===== src/rtl/i2c_ar_pkg.sv =====
package i2c_ar_pkg;
  localparam int BYTE_W    = 8;
  localparam int ADDR_W    = BYTE_W - 1;
  localparam int NUM_FLAGS = 2;
  // status bit positions (software decodes them)
  localparam int ST_GC_BIT   = 0;
  localparam int ST_ADDR_BIT = 1;
  localparam int FMT_BIT     = 0;

  typedef enum logic {
    SEL_ADDR = 1'b0,
    SEL_STAT = 1'b1
  } reg_sel_e;
endpackage


===== src/rtl/i2c_ar_frame.sv =====
module i2c_ar_frame #(
  parameter int BW = 8
) (
  input  logic          clk,
  input  logic          rst,
  input  logic          start_det,
  input  logic          byte_vld,
  input  logic [BW-1:0] byte_data,
  input  logic [BW-2:0] own_addr,
  input  logic          fmt_sync,
  input  logic          slv_rx_mode,
  output logic          hit_own,
  output logic          hit_gc
);
  logic first_q;
  logic eval;

  always_ff @(posedge clk) begin
    if (rst)            first_q <= 1'b0;
    else if (start_det) first_q <= 1'b1;
    else if (byte_vld)  first_q <= 1'b0;
  end

  always_comb begin
    eval    = byte_vld && first_q && !start_det && !fmt_sync && slv_rx_mode;
    hit_own = eval && (byte_data[BW-1:1] == own_addr);
    hit_gc  = eval && (byte_data == '0);
  end
endmodule


===== src/rtl/i2c_ar_flag.sv =====
module i2c_ar_flag (
  input  logic clk,
  input  logic rst,
  input  logic set_req,
  input  logic stat_rd,
  input  logic stat_wr,
  input  logic wr_bit,
  output logic flag
);
  logic armed_q;
  logic flag_q;

  always_ff @(posedge clk) begin
    if (rst) begin
      flag_q  <= 1'b0;
      armed_q <= 1'b0;
    end else begin
      if (set_req)
        flag_q <= 1'b1;
      else if (stat_wr && !wr_bit && armed_q)
        flag_q <= 1'b0;

      if (!flag_q)      armed_q <= 1'b0;
      else if (stat_wr) armed_q <= 1'b0;
      else if (stat_rd) armed_q <= 1'b1;
    end
  end

  assign flag = flag_q;
endmodule


===== src/rtl/i2c_ar_regs.sv =====
module i2c_ar_regs #(
  parameter int BW = 8
) (
  input  logic          clk,
  input  logic          rst,
  input  logic          reg_wr,
  input  logic          reg_rd,
  input  logic          reg_sel,
  input  logic [BW-1:0] wr_data,
  input  logic [BW-1:0] stat_vec,
  output logic [BW-1:0] own_reg,
  output logic [BW-1:0] rd_data
);
  import i2c_ar_pkg::*;
  logic [BW-1:0] own_q;
  logic [BW-1:0] rd_q;

  always_ff @(posedge clk) begin
    if (rst) begin
      own_q <= '0;
      rd_q  <= '0;
    end else begin
      if (reg_wr && reg_sel == SEL_ADDR) own_q <= wr_data;
      if (!reg_rd)                       rd_q  <= '0;
      else if (reg_sel == SEL_STAT)      rd_q  <= stat_vec;
      else                               rd_q  <= own_q;
    end
  end

  assign own_reg = own_q;
  assign rd_data = rd_q;
endmodule


===== src/rtl/i2c_addr_recog.sv =====
module i2c_addr_recog
  import i2c_ar_pkg::*;
#(
  parameter int BW = BYTE_W
) (
  input  logic          clk,
  input  logic          rst,
  input  logic          start_det,
  input  logic          byte_vld,
  input  logic [BW-1:0] byte_data,
  input  logic          slv_rx_mode,
  input  logic          reg_wr,
  input  logic          reg_rd,
  input  logic          reg_sel,
  input  logic [BW-1:0] wr_data,
  output logic [BW-1:0] rd_data,
  output logic          flag_addr,
  output logic          flag_gc,
  output logic          match_pulse
);
  logic [BW-1:0]        own_reg;
  logic                 hit_own, hit_gc;
  logic [NUM_FLAGS-1:0] set_vec, flag_vec;
  logic [BW-1:0]        stat_vec;
  logic                 stat_rd, stat_wr;
  logic                 match_q;

  i2c_ar_regs #(.BW(BW)) u_regs (
    .clk(clk), .rst(rst), .reg_wr(reg_wr), .reg_rd(reg_rd), .reg_sel(reg_sel),
    .wr_data(wr_data), .stat_vec(stat_vec), .own_reg(own_reg), .rd_data(rd_data)
  );

  i2c_ar_frame #(.BW(BW)) u_frame (
    .clk(clk), .rst(rst), .start_det(start_det), .byte_vld(byte_vld),
    .byte_data(byte_data), .own_addr(own_reg[BW-1:1]),
    .fmt_sync(own_reg[FMT_BIT]), .slv_rx_mode(slv_rx_mode),
    .hit_own(hit_own), .hit_gc(hit_gc)
  );

  always_comb begin
    stat_rd                = reg_rd && (reg_sel == SEL_STAT);
    stat_wr                = reg_wr && (reg_sel == SEL_STAT);
    set_vec                = '0;
    set_vec[ST_ADDR_BIT]   = hit_own || hit_gc;
    set_vec[ST_GC_BIT]     = hit_gc;
    stat_vec               = '0;
    stat_vec[NUM_FLAGS-1:0] = flag_vec;
  end

  for (genvar i = 0; i < NUM_FLAGS; i++) begin : g_flag
    i2c_ar_flag u_flag (
      .clk(clk), .rst(rst), .set_req(set_vec[i]), .stat_rd(stat_rd),
      .stat_wr(stat_wr), .wr_bit(wr_data[i]), .flag(flag_vec[i])
    );
  end

  always_ff @(posedge clk) begin
    if (rst) match_q <= 1'b0;
    else     match_q <= hit_own || hit_gc;
  end

  assign flag_addr   = flag_vec[ST_ADDR_BIT];
  assign flag_gc     = flag_vec[ST_GC_BIT];
  assign match_pulse = match_q;
endmodule


===== config.mk =====
export PLATFORM = sky130hd
export DESIGN_NAME = i2c_addr_recog
export DESIGN_NICKNAME = d
export VERILOG_FILES = /design/src/rtl/i2c_ar_pkg.sv /design/src/rtl/i2c_ar_frame.sv /design/src/rtl/i2c_ar_flag.sv /design/src/rtl/i2c_ar_regs.sv /design/src/rtl/i2c_addr_recog.sv
export SDC_FILE = /design/constraint.sdc
export NUM_CORES = 1
export LEC_CHECK = 0
export BUFFER_PORTS_ARGS = -buffer_cell sky130_fd_sc_hd__buf_2
export CORE_UTILIZATION = 41
export DETAILED_ROUTE_END_ITERATION = 8
export GPL_ROUTABILITY_DRIVEN = 0
export PLACE_DENSITY_LB_ADDON = 0.12
export SETUP_SLACK_MARGIN = 0.3
export SLEW_MARGIN = 20
export SYNTH_ARGS = -nofsm -noshare
export SYNTH_HDL_FRONTEND = slang
export SYNTH_SLANG_ARGS = --single-unit
export TNS_END_PERCENT = 1

===== constraint.sdc =====
create_clock -name clk -period 1 [get_ports clk]
set_input_delay 0.15 -clock clk [delete_from_list [all_inputs] [get_ports clk]]
set_output_delay 0.15 -clock clk [all_outputs]
set_load 0.02 [all_outputs]

==> impl_metrics.yaml, run 1 <==
yosys:
  synth_top_cell_area_share: 0.506
  synth_nets: 110
  ys_types: 25
  syn_area_um2: 871
  yosys.area.top_type: "dfxtp_1"
  synth_area_leaders: "dfxtp_1 51%, mux2i_1 11%, xor2_1 7.0%, nor2_1 6.0%, and2_1 4.3%"
  synthCells: 86
  postSynthAreaPerCell_um2: 10.1
  ys_ff_latch: 22
  yosys_warnings: 0
  synth_seq_area_share: 0.506
timing:
  setup_ws_ps: -19.9
  min_period_over_period: 1.02
  finalHoldViolCount: 0
  fin_skew_ps: 6.81
  worst_slew_pin_slew_ps: 248
  fmax_mhz: 980
  report.final.slew_viol_count: 0
  rsz0062_at_grt: "yes"
  hold-worst-slack_ps: 71.0
  slew-limit-headroom: 0.834
  setup_violations: 2
  period_needed_ps: 1020
floorplanning:
  io_pins: 35
  die_w_um: 48.1
  initial_core_util: 0.439
  die_area_mm2: 0.00231
  coreArea_mm2: 0.00198
  rows: 16
  fp.dieH_um: 48.1
setup_path:
  max_stage_delay_ps: 350
  cp_num_buf_inv: 0
  worstPathCellList: "xor2_2 -> nor3_2 -> nand3_1 -> a21oi_2"
  start_kind: "register"
  critPathArrivalTime_ps: 1260
  crit_path_end_kind: "register"
  crit_path_top_delay_cell: "dfxtp_2"
  worst-setup-path-type: "reg -> reg"
  cp.required_ps: 1240
  cpLargestDelayFamily: "flip-flops"
  crit_fanout: 2
pwr:
  powerDensity_mw_per_mm2: 1210
  p_leak_nw: 0.594
  p_sw_mw: 0.376
  seq_power_share: 0.566
  combPwrFrac: 0.139
  vdd_drop_max_uv: 1310
  p_clk_frac: 0.295
  swShare: 0.233
  p_int_mw: 1.24
clock_network:
  numCtsBuffers: 3
  cts_tree: "done"
  cts_root_buf: "clkbuf_4"
  clkTransAtPathRegs_ps: 120
  clock_latency_ps: 310
  clk_path_buf_depth: 2
  numClockSinks: 22
  hold_buffers: 0
  htree_levels: 1
place:
  dpl_cell_area_mm2: 0.00112
  io_buffers: 34
  place_inst: 153
  detailed_place_hpwl_mm: 1.42
  pre_cts_ws_ps: -125
final_layout:
  fin_area_mm2: 0.00134
  layout.cells.non_filler: 158
  n_antenna_cell: 0
  drive_gt1_frac: 0.565
  area_growth_pct: 53.9
  num-nets-final: 156
global_routing:
  grtUsageTotal: 0.187
  antenna_found_initial: 0
  overflow: 0
  grt_pass1_wl_mm: 2.94
  grt_max_degree: 13
  grt_pass1_vias: 680
drt:
  via_per_inst: 4.67
  wl_mm: 1.88
  detail_route.wl_per_cell_um: 11.9
  drc_errors: 0
  drtIter0Drc: 10
  vias: 738
  dr.pass1.iters: 4
  ant_nets: 0
min_path:
  hp-class: "in -> reg"
outcome:
  violations: "negative setup slack"
  outcome: "complete, but fails checks"
flow_run:
  max_cap_viol_count: 0
## power groups by stage
stage                     combinational [mW]  sequential, mW  clock [mW]
after floorplan                       0.0908           0.931           0
after global placement                 0.182           0.930           0
after detailed placement               0.189           0.930           0
after CTS                              0.207           0.913       0.483
after global routing                   0.245           0.917       0.521
final                                  0.224           0.914       0.477
## cell type report
| type | instances | area [um2] |
|---|---|---|
| clock buffers | 4 | 36.3 |
| fillers | 162 | 642 |
| inverters | 2 | 10.0 |
| multi-input cells | 59 | 457 |
| flip-flops and latches | 22 | 464 |
| well taps | 27 | 33.8 |
| repair buffers | 44 | 339 |
## cells in the mapped netlist (all sizes together)
| cell type | n |
|---|---|
| inv | 2 |
| nand2b | 2 |
| nor4bb | 1 |
| and2 | 6 |
| nand4b | 1 |
| nand3b | 1 |
| a2111oi | 1 |
| or3 | 1 |
| and4b | 2 |
| buf | 3 |
| mux2i | 10 |
| nand2 | 1 |
| nor4 | 2 |
| xor2 | 7 |
| a21oi | 4 |
| nor2b | 1 |
| o22ai | 1 |
| nor2 | 14 |
| nand3 | 1 |
| nor3 | 1 |
| a211oi | 1 |
| dfxtp | 22 |
| o211ai | 1 |
## logic make-up after synthesis
logic type | share of synthesized area
AND/OR/NAND/NOR | 0.216
flip-flops | 0.506
multiplexers | 0.115
AO/OA/AOI/OAI | 0.0575
XOR/XNOR | 0.0704
buffers and inverters | 0.0359
## path summary, 6_finish.rpt
check | startpoint | end | slack, ps | depth (start not counted)
setup reg to reg | u_regs.own_reg[7] | match_pulse | -20 | 4
setup / recovery | u_regs.own_reg[7] | match_pulse | -20 | 4
hold / removal | start_det | u_frame.first_q | 70 | 3
hold reg to reg | u_regs.own_reg[5] | u_regs.rd_data[5] | 500 | 1
## worst reg2reg max path: stages, from the launching register on
cell and delay, ps:
dfxtp_2 350, xor2_2 150, nor3_2 220, nand3_1 110, a21oi_2 130
## placed cells by master, fill, tap and decap left out, types with 2 or more instances in the layout
cell type | synthesis | final
clkbuf_4 | 0 | 4
and2_1 | 6 | 5
and4b_1 | 2 | 2
nand2b_1 | 2 | 2
nor4_1 | 2 | 2
buf_2 | 1 | 22
nor2_1 | 14 | 13
a21oi_1 | 4 | 3
buf_6 | 1 | 15
mux2i_1 | 10 | 10
xor2_1 | 7 | 6
dfxtp_1 | 22 | 5
dfxtp_2 | 0 | 16
buf_4 | 1 | 5
## per-stage QoR
step / utilization / setup TNS [ps] / total power, mW
after floorplan: - / 0 / 1.02
after global placement: 0.568 / -85.4 / 1.11
after detailed placement: 0.568 / -246 / 1.12
after CTS: 0.650 / -14.8 / 1.60
after global routing: 0.676 / -99.9 / 1.68
final: 0.676 / -32.8 / 1.62
## what timing repair did
item	CTS	global route
setup endpoints to repair	21	31
buffers inserted	0	1
gates resized for setup	44	13
pin swaps	10	9
## metal layers
| metal | global-route usage | share of wire | vias up |
|---|---|---|---|
| li1 | - | - | 386 |
| met3 | 0.0679 | 0.053 | 2 |
| met4 | 0.0333 | 0.0053 | 0 |
| met5 | 0 | 0 | - |
| met1 | 0.238 | 0.45 | 330 |
| met2 | 0.308 | 0.49 | 20 |
Note: power is estimated with default switching activity, not from simulation.
==> run 2, diff against run 1 <==
BUFFER_PORTS_ARGS = -buffer_cell sky130_fd_sc_hd__clkbuf_2   (was -buffer_cell sky130_fd_sc_hd__buf_2)
CELL_PAD_IN_SITES_DETAIL_PLACEMENT = 0   (was default)
CELL_PAD_IN_SITES_GLOBAL_PLACEMENT = 1   (was default)
CORE_ASPECT_RATIO = 1.75   (was default)
CORE_UTILIZATION = 30   (was 41)
==> run 2 against run 1 <==
Compared with the run above:
- the run now ends clean
- power increased by 9.6%
- register-to-register slack improved by 60 ps
- worst hold slack improved by 49 ps
- global-route usage decreased by 4.7 points
- combinational power increased by 5%
- wire length increased by 12%
- clock skew decreased by 3.0 ps
- count of clock-buffer cells in the layout unchanged
- sequential power about the same
- flip-flop and latch count unchanged
- fmax increased by 6.5%
- critical path depth decreased by 1
==> impl_metrics.yaml, run 2 (synthesized netlist as in run 1, its figures left out) <==
place:
  dpl_cell_area_mm2: 0.00114
  io_buffers: 34
  place_inst: 154
  detailed_place_hpwl_mm: 1.53
timing:
  period_needed_ps: 958
  slew-limit-headroom: 0.830
  fmax_mhz: 1040
  min_period_over_period: 0.958
  finalHoldViolCount: 0
  worst_slew_pin_slew_ps: 253
  final.setup.tns_ps: 0
  rsz0062_at_grt: "yes"
  report.final.slew_viol_count: 0
  fin_skew_ps: 3.83
  setup_violations: 0
clock_network:
  clock_latency_ps: 260
  numClockSinks: 22
  hold_buffers: 0
  postCtsSetupBuffers: 0
  htree_levels: 1
  cts_root_buf: "clkbuf_8"
  clk_path_buf_depth: 2
  numCtsBuffers: 3
  cts_tree: "done"
  clkTransAtPathRegs_ps: 80
global_routing:
  grt_max_degree: 13
  grtUsageTotal: 0.141
  antenna_found_initial: 0
  overflow: 0
  grt_pass1_vias: 784
  grt_pass1_wl_mm: 3.35
drt:
  drtIter0Drc: 8
  dr.pass1.iters: 4
  wl_mm: 2.11
  ant_nets: 0
  drc_errors: 0
  detail_route.wl_per_cell_um: 13.3
  vias: 770
  via_per_inst: 4.87
setup_path:
  start_kind: "register"
  max_stage_delay_ps: 320
  crit_fanout: 2
  cp_num_buf_inv: 0
  crit_path_end_kind: "register"
  crit_path_top_delay_cell: "dfxtp_1"
  worstPathCellList: "and4b_1 -> or3_1 -> o211ai_1"
  worst-setup-path-type: "reg -> reg"
  cp.required_ps: 1180
  cpLargestDelayFamily: "simple AND/OR/NAND/NOR gates"
  critPathArrivalTime_ps: 1140
floorplanning:
  rows: 25
  die_w_um: 42.7
  die_area_mm2: 0.00313
  initial_core_util: 0.320
  io_pins: 35
  coreArea_mm2: 0.00272
  fp.dieH_um: 73.3
final_layout:
  layout.cells.non_filler: 158
  final_common_cell: "clkbuf_2"
  drive_gt1_frac: 0.550
  fin_area_mm2: 0.00137
  layout_common_cells: "21 x clkbuf_2, 14 x dfxtp_2, 14 x buf_6, 12 x nor2_1, 10 x mux2i_1"
  area_growth_pct: 57.3
  num-nets-final: 156
  final_util: 0.503
  n_antenna_cell: 0
min_path:
  hp-class: "in -> reg"
pwr:
  powerDensity_mw_per_mm2: 1290
  p_leak_nw: 0.611
  vdd_drop_max_uv: 862
outcome:
  outcome: "finished, final reports clean"
flow_run:
  max_cap_viol_count: 0
-- run 2: cell count changes in the layout (fill, tap and decap cells not counted), moves of 2 or more --
cell	change
buf_4	+2
dfxtp_1	+2
clkbuf_8	+3
dfxtp_2	-2
buf_2	-22
clkbuf_2	+21
clkbuf_4	-4
-- run 2: path summary, 6_finish.rpt --
check | from | end | slack (ps) | depth (start not counted)
setup / recovery | g_flag[1].u_flag.armed_q | g_flag[1].u_flag.flag | 40 | 3
hold reg to reg | u_regs.own_reg[6] | u_regs.rd_data[6] | 480 | 1
setup reg to reg | g_flag[1].u_flag.armed_q | g_flag[1].u_flag.flag | 40 | 3
hold / removal | start_det | u_frame.first_q | 120 | 3
-- run 2: routing by layer --
| metal | up-vias | GRT usage | wire length, um |
|---|---|---|---|
| met2 | 33 | 0.241 | 1110 |
| li1 | 382 | - | - |
| met1 | 346 | 0.166 | 807 |
| met3 | 9 | 0.0221 | 109 |
| met5 | - | 0 | 0 |
| met4 | 0 | 0.0729 | 82 |
-- run 2: power by group --
group	switching, mW	leakage (nW)	internal (mW)	total (mW)
Sequential	0.0157	0.186	0.897	0.912
Clock	0.273	0.0288	0.350	0.624
Combinational	0.108	0.396	0.128	0.235
-- run 2: per-stage QoR --
step	worst slack [ps]	power, mW	hold slack (ps)
global placement	-64.8	1.13	383
floorplan	66.9	1.02	245
finish	42.2	1.77	119
global route	-44.4	1.86	137
detailed placement	-93.2	1.13	395
CTS	29.9	1.76	121
-- run 2: cell type report --
class / instances / area (um2)
inverters: 2 / 10.0
fillers: 264 / 1350
clock buffers: 4 / 55.1
multi-input cells: 59 / 459
well taps: 27 / 33.8
repair buffers: 44 / 350
flip-flops and latches: 22 / 462
-- run 2: timing repair --
action                     in CTS  in global routing
setup endpoints to repair      27                 31
cloned                          0                  0
resized for setup               1                 65
pin swaps                       0                 12
-- run 2: worst reg2reg max path, delay by kind of cell (launching register included) --
kind	cells	cell delay, ps
flip-flops	1	320
AND/OR/NAND/NOR	2	470
AO/OA/AOI/OAI	1	90
